==> src/rtl/dbk_pkg.sv <==
// Shared types of the data-break transfer engine.
package dbk_pkg;
    typedef enum logic [3:0] {
        ST_IDLE,
        ST_CHK,
        ST_WC_RD,
        ST_WC_WR,
        ST_MA_RD,
        ST_MA_WR,
        ST_DATA,
        ST_DSKW,
        ST_NEXT,
        ST_GAP
    } dbk_state_e;
endpackage

==> src/rtl/dbk_lock_lookup.sv <==
// Write-lock lookup: builds the lock index from disk address bits 19:18
// (upper) and 16:14 (lower) and returns the selected mask bit.
// Assumes DA_W >= 20 and a 32-entry mask.
module dbk_lock_lookup #(
    parameter int DA_W   = 21,
    parameter int LOCK_N = 32,
    parameter int IDX_W  = $clog2(LOCK_N)
) (
    input  logic [DA_W-1:0]   dadr,
    input  logic [LOCK_N-1:0] mask,
    output logic              lock_hit
);
    logic [IDX_W-1:0] idx;

    // index formation and mask select
    always_comb begin
        idx      = {dadr[19:18], dadr[16:14]};
        lock_hit = mask[idx];
    end
endmodule

==> src/rtl/dbk_phys_addr.sv <==
// Physical address former: prefixes the field to the 12-bit address and
// reports whether that word is installed. Assumes limit counts words.
module dbk_phys_addr #(
    parameter int WORD_W = 12,
    parameter int EXT_W  = 3,
    parameter int PA_W   = EXT_W + WORD_W
) (
    input  logic [EXT_W-1:0]  ext,
    input  logic [WORD_W-1:0] ofs,
    input  logic [PA_W:0]     limit,
    output logic [PA_W-1:0]   paddr,
    output logic              present
);
    // concatenation and presence compare
    always_comb begin
        paddr   = {ext, ofs};
        present = ({1'b0, paddr} < limit);
    end
endmodule

==> src/rtl/dbk_gap_timer.sv <==
// Inter-word gap timer: load starts a window of GAP cycles; expired is
// high in the last one. Assumes GAP >= 1.
module dbk_gap_timer #(
    parameter int GAP = 6,
    parameter int CW  = $clog2(GAP + 1)
) (
    input  logic clk,
    input  logic rst_n,
    input  logic load,
    input  logic run,
    output logic expired
);
    logic [CW-1:0] cnt;

    // countdown register
    always_ff @(posedge clk) begin
        if (!rst_n)                  cnt <= '0;
        else if (load)               cnt <= CW'(GAP - 1);
        else if (run && cnt != '0)   cnt <= cnt - 1'b1;
    end

    // expiry flag
    assign expired = (cnt == '0);
endmodule

==> src/rtl/dbreak_xfer.sv <==
// Data-break disk transfer engine. Per word: pre-increment the count and
// address words held in memory, then one data cycle. Assumes the memory
// port returns read data together with ready and that the disk buffer
// returns data for dsk_addr within the same cycle.
module dbreak_xfer
    import dbk_pkg::*;
#(
    parameter int WORD_W     = 12,
    parameter int EXT_W      = 3,
    parameter int DA_IN_W    = 20,
    parameter int DA_W       = 21,
    parameter int LOCK_N     = 32,
    parameter int GAP_CYCLES = 6,
    parameter int PA_W       = EXT_W + WORD_W,
    parameter logic [WORD_W-1:0] WC_LOC = 12'o7750
) (
    input  logic               clk,
    input  logic               rst_n,
    input  logic               start,
    input  logic               start_wr,
    input  logic [DA_IN_W-1:0] start_dadr,
    input  logic [EXT_W-1:0]   mem_ext,
    input  logic               burst,
    input  logic [LOCK_N-1:0]  lock_mask,
    input  logic [DA_W-1:0]    capacity,
    input  logic [PA_W:0]      mem_limit,
    output logic               mem_req,
    output logic               mem_we,
    output logic [PA_W-1:0]    mem_addr,
    output logic [WORD_W-1:0]  mem_wdata,
    input  logic [WORD_W-1:0]  mem_rdata,
    input  logic               mem_ready,
    output logic               dsk_en,
    output logic               dsk_we,
    output logic [DA_W-1:0]    dsk_addr,
    output logic [WORD_W-1:0]  dsk_wdata,
    input  logic [WORD_W-1:0]  dsk_rdata,
    output logic [DA_W-1:0]    dadr,
    output logic               err_wlock,
    output logic               err_nxd,
    output logic               done
);
    localparam logic [WORD_W-1:0] MA_LOC  = WC_LOC + 1'b1;
    localparam logic [PA_W-1:0]   WC_ADDR = {{EXT_W{1'b0}}, WC_LOC};
    localparam logic [PA_W-1:0]   MA_ADDR = {{EXT_W{1'b0}}, MA_LOC};

    dbk_state_e        state;
    logic              func_wr, burst_q, err_wl_q, err_nx_q, done_q;
    logic [EXT_W-1:0]  ext_q;
    logic [DA_W-1:0]   da_q;
    logic [WORD_W-1:0] wc_q, ma_q, data_q;
    logic [PA_W-1:0]   paddr;
    logic              pa_ok, lock_hit, gap_exp, gap_load;

    dbk_lock_lookup #(.DA_W(DA_W), .LOCK_N(LOCK_N)) u_lock (
        .dadr(da_q), .mask(lock_mask), .lock_hit(lock_hit));

    dbk_phys_addr #(.WORD_W(WORD_W), .EXT_W(EXT_W), .PA_W(PA_W)) u_pa (
        .ext(ext_q), .ofs(ma_q), .limit(mem_limit),
        .paddr(paddr), .present(pa_ok));

    dbk_gap_timer #(.GAP(GAP_CYCLES)) u_gap (
        .clk(clk), .rst_n(rst_n), .load(gap_load),
        .run(state == ST_GAP), .expired(gap_exp));

    // gap timer is loaded when a non-burst word ends with more to do
    assign gap_load = (state == ST_NEXT) && !burst_q && (wc_q != '0)
                      && !err_wl_q && !err_nx_q;

    // port drive per state
    always_comb begin
        mem_req   = 1'b0;
        mem_we    = 1'b0;
        mem_addr  = '0;
        mem_wdata = '0;
        dsk_en    = 1'b0;
        dsk_we    = 1'b0;
        dsk_wdata = data_q;
        case (state)
            ST_WC_RD: begin mem_req = 1'b1; mem_addr = WC_ADDR; end
            ST_WC_WR: begin mem_req = 1'b1; mem_we = 1'b1;
                            mem_addr = WC_ADDR; mem_wdata = wc_q; end
            ST_MA_RD: begin mem_req = 1'b1; mem_addr = MA_ADDR; end
            ST_MA_WR: begin mem_req = 1'b1; mem_we = 1'b1;
                            mem_addr = MA_ADDR; mem_wdata = ma_q; end
            ST_DATA: begin
                mem_addr = paddr;
                if (!func_wr) begin
                    mem_req   = pa_ok;
                    mem_we    = pa_ok;
                    mem_wdata = dsk_rdata;
                    dsk_en    = pa_ok;
                end else begin
                    mem_req = !lock_hit;
                end
            end
            ST_DSKW: begin dsk_en = 1'b1; dsk_we = 1'b1; end
            default: ;
        endcase
    end

    // sequencer and transfer registers
    always_ff @(posedge clk) begin
        if (!rst_n) begin
            state    <= ST_IDLE;
            func_wr  <= 1'b0;
            burst_q  <= 1'b0;
            ext_q    <= '0;
            da_q     <= '0;
            wc_q     <= '0;
            ma_q     <= '0;
            data_q   <= '0;
            err_wl_q <= 1'b0;
            err_nx_q <= 1'b0;
            done_q   <= 1'b1;
        end else begin
            case (state)
                ST_IDLE: if (start) begin
                    func_wr  <= start_wr;
                    burst_q  <= burst;
                    ext_q    <= mem_ext;
                    da_q     <= DA_W'(start_dadr);
                    err_wl_q <= 1'b0;
                    err_nx_q <= 1'b0;
                    done_q   <= 1'b0;
                    state    <= ST_CHK;
                end
                ST_CHK: if (da_q >= capacity) begin
                    err_nx_q <= 1'b1;
                    done_q   <= 1'b1;
                    state    <= ST_IDLE;
                end else begin
                    state <= ST_WC_RD;
                end
                ST_WC_RD: if (mem_ready) begin
                    wc_q  <= mem_rdata + 1'b1;
                    state <= ST_WC_WR;
                end
                ST_WC_WR: if (mem_ready) state <= ST_MA_RD;
                ST_MA_RD: if (mem_ready) begin
                    ma_q  <= mem_rdata + 1'b1;
                    state <= ST_MA_WR;
                end
                ST_MA_WR: if (mem_ready) state <= ST_DATA;
                ST_DATA: begin
                    if (!func_wr) begin
                        if (!pa_ok || mem_ready) state <= ST_NEXT;
                    end else if (lock_hit) begin
                        err_wl_q <= 1'b1;
                        state    <= ST_NEXT;
                    end else if (mem_ready) begin
                        data_q <= mem_rdata;
                        state  <= ST_DSKW;
                    end
                end
                ST_DSKW: state <= ST_NEXT;
                ST_NEXT: begin
                    da_q <= da_q + 1'b1;
                    if (burst_q && wc_q != '0) begin
                        state <= ST_CHK;
                    end else if (gap_load) begin
                        state <= ST_GAP;
                    end else begin
                        done_q <= 1'b1;
                        state  <= ST_IDLE;
                    end
                end
                ST_GAP: if (gap_exp) state <= ST_CHK;
                default: state <= ST_IDLE;
            endcase
        end
    end

    assign dadr      = da_q;
    assign dsk_addr  = da_q;
    assign err_wlock = err_wl_q;
    assign err_nxd   = err_nx_q;
    assign done      = done_q;

    AST_REQ_HOLD: assert property (@(posedge clk) disable iff (!rst_n)
        (mem_req && !mem_ready) |=> (mem_req && $stable(mem_addr) && $stable(mem_we)));
    AST_DATA_WR_PRESENT: assert property (@(posedge clk) disable iff (!rst_n)
        (state == ST_DATA && mem_req && mem_we) |-> pa_ok);
    AST_NO_LOCKED_DISK_WR: assert property (@(posedge clk) disable iff (!rst_n)
        (dsk_en && dsk_we) |-> !lock_hit);
    AST_NXD_ENDS: assert property (@(posedge clk) disable iff (!rst_n)
        $rose(err_nxd) |-> (done && !mem_req && !dsk_en));
    AST_DONE_QUIET: assert property (@(posedge clk) disable iff (!rst_n)
        done |-> (!mem_req && !dsk_en));
    AST_START_IGNORED: assert property (@(posedge clk) disable iff (!rst_n)
        (!done && start) |=> (func_wr == $past(func_wr) && ext_q == $past(ext_q)));
endmodule

==> config.mk <==
export PLATFORM = sky130hd
export DESIGN_NAME = dbreak_xfer
export DESIGN_NICKNAME = d
export VERILOG_FILES = /design/src/rtl/dbk_pkg.sv /design/src/rtl/dbk_lock_lookup.sv /design/src/rtl/dbk_phys_addr.sv /design/src/rtl/dbk_gap_timer.sv /design/src/rtl/dbreak_xfer.sv
export SDC_FILE = /design/constraint.sdc
export NUM_CORES = 1
export LEC_CHECK = 0
export BUFFER_PORTS_ARGS = -buffer_cell sky130_fd_sc_hd__buf_4
export CAP_MARGIN = 20
export CORE_ASPECT_RATIO = 1.25
export CORE_MARGIN = 10
export CORE_UTILIZATION = 40
export DETAILED_ROUTE_END_ITERATION = 16
export HOLD_SLACK_MARGIN = 0.1
export PLACE_DENSITY = 0.68
export SETUP_SLACK_MARGIN = 0.02
export SLEW_MARGIN = 0
export SYNTH_ARGS = -nofsm -noshare
export SYNTH_HDL_FRONTEND = slang
export SYNTH_HIERARCHICAL = 1
export SYNTH_SLANG_ARGS = --single-unit
==> constraint.sdc <==
create_clock -name clk -period 7.2 [get_ports clk]
set_input_delay 1.8 -clock clk [delete_from_list [all_inputs] [get_ports clk]]
set_output_delay 1.8 -clock clk [all_outputs]
set_load 0.005 [all_outputs]
==> impl_metrics.csv <==
group,metric,value,unit
route,post-route-drc-count,0,
hold_path,hold_class,"reg -> reg",
route,vias,5380,
sta,min_period_over_period,73.5,%
setup_path,path_class,"in -> out",
placed_design,routabilityCongestion,0.840,
sta,tightest_slew,1100,ps
sta,finalSetupTns,0,ps
sta,setup_violations,0,
grt,overflow,0,
logic_synthesis,yosysWarnings,6,
route,totalWireLength,17.4,mm
clocking,clkTransAtPathRegs,60,ps
logic_synthesis,synth-edff-count,0,
setup_path,worstReg2RegEnd,"dsk_wdata[6]",
sta,finalHoldViolations,0,
logic_synthesis,synth_fp_nets,839,
power,powerDensity,213,nW/um2
grt,grt_max_degree,48,
clocking,cts_hold_buf,0,
placed_design,io_buffers,209,
logic_synthesis,avgSynthCellArea,7.83,um2
clocking,cts-root-buf,"clkbuf_16",
route,wl_met2,8.27,mm
route,postRouteAntennaNets,0,
job,drv_cap,0,
setup_path,worstReg2RegStart,"dadr[15]",
clocking,insertion_delay,330,ps
sta,rsz0062_at_grt,"false",
logic_synthesis,synthesis.instances,678,
setup_path,crit_fanout,3,
clocking,cts_resized,0,
setup_path,ff2ff_path_depth,9,
die,die_area,18300,um2
die,coreArea,13100,um2
placed_design,pre_cts_ws,1920,ps
sta,worst_slew_margin_rel,26.5,%
setup_path,startpoint_type,"input port",
clocking,clock_path_buffers,2,
die,start_util,40.5,%
sta,slew_viol_final,0,
clocking,cts_setup_buffers,0,
final_layout,antenna_cells,0,
setup_path,required,5400,ps
clocking,cts_tree,"built",
sta,clock_skew,3.21,ps
power,worst_ir_drop_vdd,130,uV
route,first_pass_iters,5,
sta,period_minus_slack,5290,ps
final_layout,syn_to_final_growth,32.1,%
final_layout,layout-drive-gt1-share,29.2,%
sta,clock.fmax,189,MHz
setup_path,rrSetupSlack,3820,ps
power,p_leak,3.43,nW
die,die_width,123,um
clocking,h-tree-depth,3,
logic_synthesis,async_flop_share,0,%
final_layout,postLayoutCoreUtil,53.5,%
grt,antenna_found_initial,0,
logic_synthesis,synth-seq-cells,72,
route,wl_met1,6.97,mm
final_layout,nets,993,
die,die_h,149,um
logic_synthesis,ys_types,69,
setup_path,end_kind,"primary output",
die,ios,210,
die,row_count,47,
sta,setup_slack,1910,ps
route,top_layer,"met4",
route,viasPerCell,5.34,
logic_synthesis,syn_area,5310,um2
grt,grt_pass1_vias,5322,
logic_synthesis,seq_area_frac_synth,27.2,%
setup_path,worstSetupEndpoint,"mem_we",
placed_design,hpwl,13.6,mm
route,wl_met3,1.85,mm
clocking,cts_made_buffers,9,
status,status,"finished clean",
route,dr.first_iter.drc_count,321,
clocking,clock_sinks,72,
logic_synthesis,ys.flop_type,"dfxtp_1",
grt,grt_pass1_wl,26.8,mm
grt,grtUsageTotal,18.0,%
route,wl_per_cell,17.3,um
setup_path,critPathArrivalTime,3490,ps
setup_path,startpoint,"mem_limit[5]",
-- layout make-up --
type | count | area (um2)
inverter | 55 | 206
clock inverter | 3 | 65.1
clock buffer | 12 | 256
multi-input combinational | 479 | 3210
timing repair buffer | 215 | 1610
sequential | 72 | 1440
fill | 1285 | 6100
tap | 171 | 214
-- flip-flops by register name (all words and copies together), names as in the netlist --
signal / cells
done: 1
func_wr: 1
err_nxd: 1
u_gap/cnt: 3
ext_q: 3
dadr: 21
state: 4
ma_q: 12
burst_q: 1
err_wlock: 1
wc_q: 12
dsk_wdata: 12
-- where the power goes --
| part | switching, mW | internal (mW) |
|---|---|---|
| logic | 0.227 | 0.249 |
| clock network | 0.164 | 0.320 |
| registers | 0.0920 | 0.442 |
-- cells by family (layout without fill, tap and decap cells) --
kind of cell / after synthesis / count (layout) / share of synthesized area (%)
simple gates: 215 / 215 / 20.4
compound gates: 182 / 182 / 23.1
buf+inv: 127 / 285 / 12.4
flops: 72 / 72 / 27.2
fa+ha+maj: 39 / 39 / 9.19
mux: 30 / 30 / 5.66
xor+xnor: 13 / 13 / 2.15
-- worst min-delay path by stage --
stage / slack [ps] / depth (start not counted) / endpoint / from
final: 480 / 2 / ext_q[2] / ext_q[2]
after global routing: 490 / 2 / ext_q[0] / ext_q[0]
after CTS: 480 / 2 / ext_q[2] / ext_q[2]
after detailed placement: 470 / 2 / ext_q[2] / ext_q[2]
after global placement: 460 / 2 / done / done
after floorplan: 450 / 2 / burst_q / burst_q
-- cells in the final DEF (no fill, tap or decap), drive strengths merged, types with 6 or more instances in the layout --
cell,instances
xor2,10
mux2i,30
nor2,72
and4,6
dfxtp,72
and2,11
a211oi,35
a21o,12
a21oi,52
inv,54
nand4,8
nand2b,9
nand2,54
o21ai,33
a222oi,12
buf,215
nand3,20
ha,39
clkbuf,12
-- cells in the mapped netlist (12+ instances only) --
library cell / count / share of area (%)
nor2_1: 72 / 5.1
clkbuf_1: 21 / 1.5
inv_1: 54 / 3.8
nand2_1: 54 / 3.8
a222oi_1: 12 / 2.3
a21oi_1: 50 / 4.7
ha_1: 39 / 9.2
a211oi_1: 34 / 4.8
buf_4: 36 / 5.1
nand3_1: 20 / 1.9
a21o_1: 12 / 1.7
dfxtp_1: 72 / 27
mux2i_1: 30 / 5.7
o21ai_0: 32 / 3.0
-- metal layers --
layer / vias to the layer above / global-route usage (%)
met5: - / 0
li1: 2695 / -
met1: 2452 / 20.2
met3: 21 / 6.70
met4: 0 / 4.73
met2: 212 / 31.1
-- critical path, stage by stage --
cell      delay, ps
buf_4            70
inv_1            30
ha_1            290
a21oi_2         120
o21ai_1          90
a221o_1         360
a211oi_2        260
nand2_1         160
nand2_1         150
buf_4           130
-- metrics by stage --
stage	cell area [um2]	total power [mW]	hold slack, ps	instances
finish	7010	1.49	475	1007
global route	7010	1.59	491	1007
CTS	7010	1.51	476	1007
detailed placement	6690	1.02	469	992
global placement	6690	1.02	464	992
floorplan	5310	0.826	445	678
Note: power is estimated with default switching activity, not from simulation.
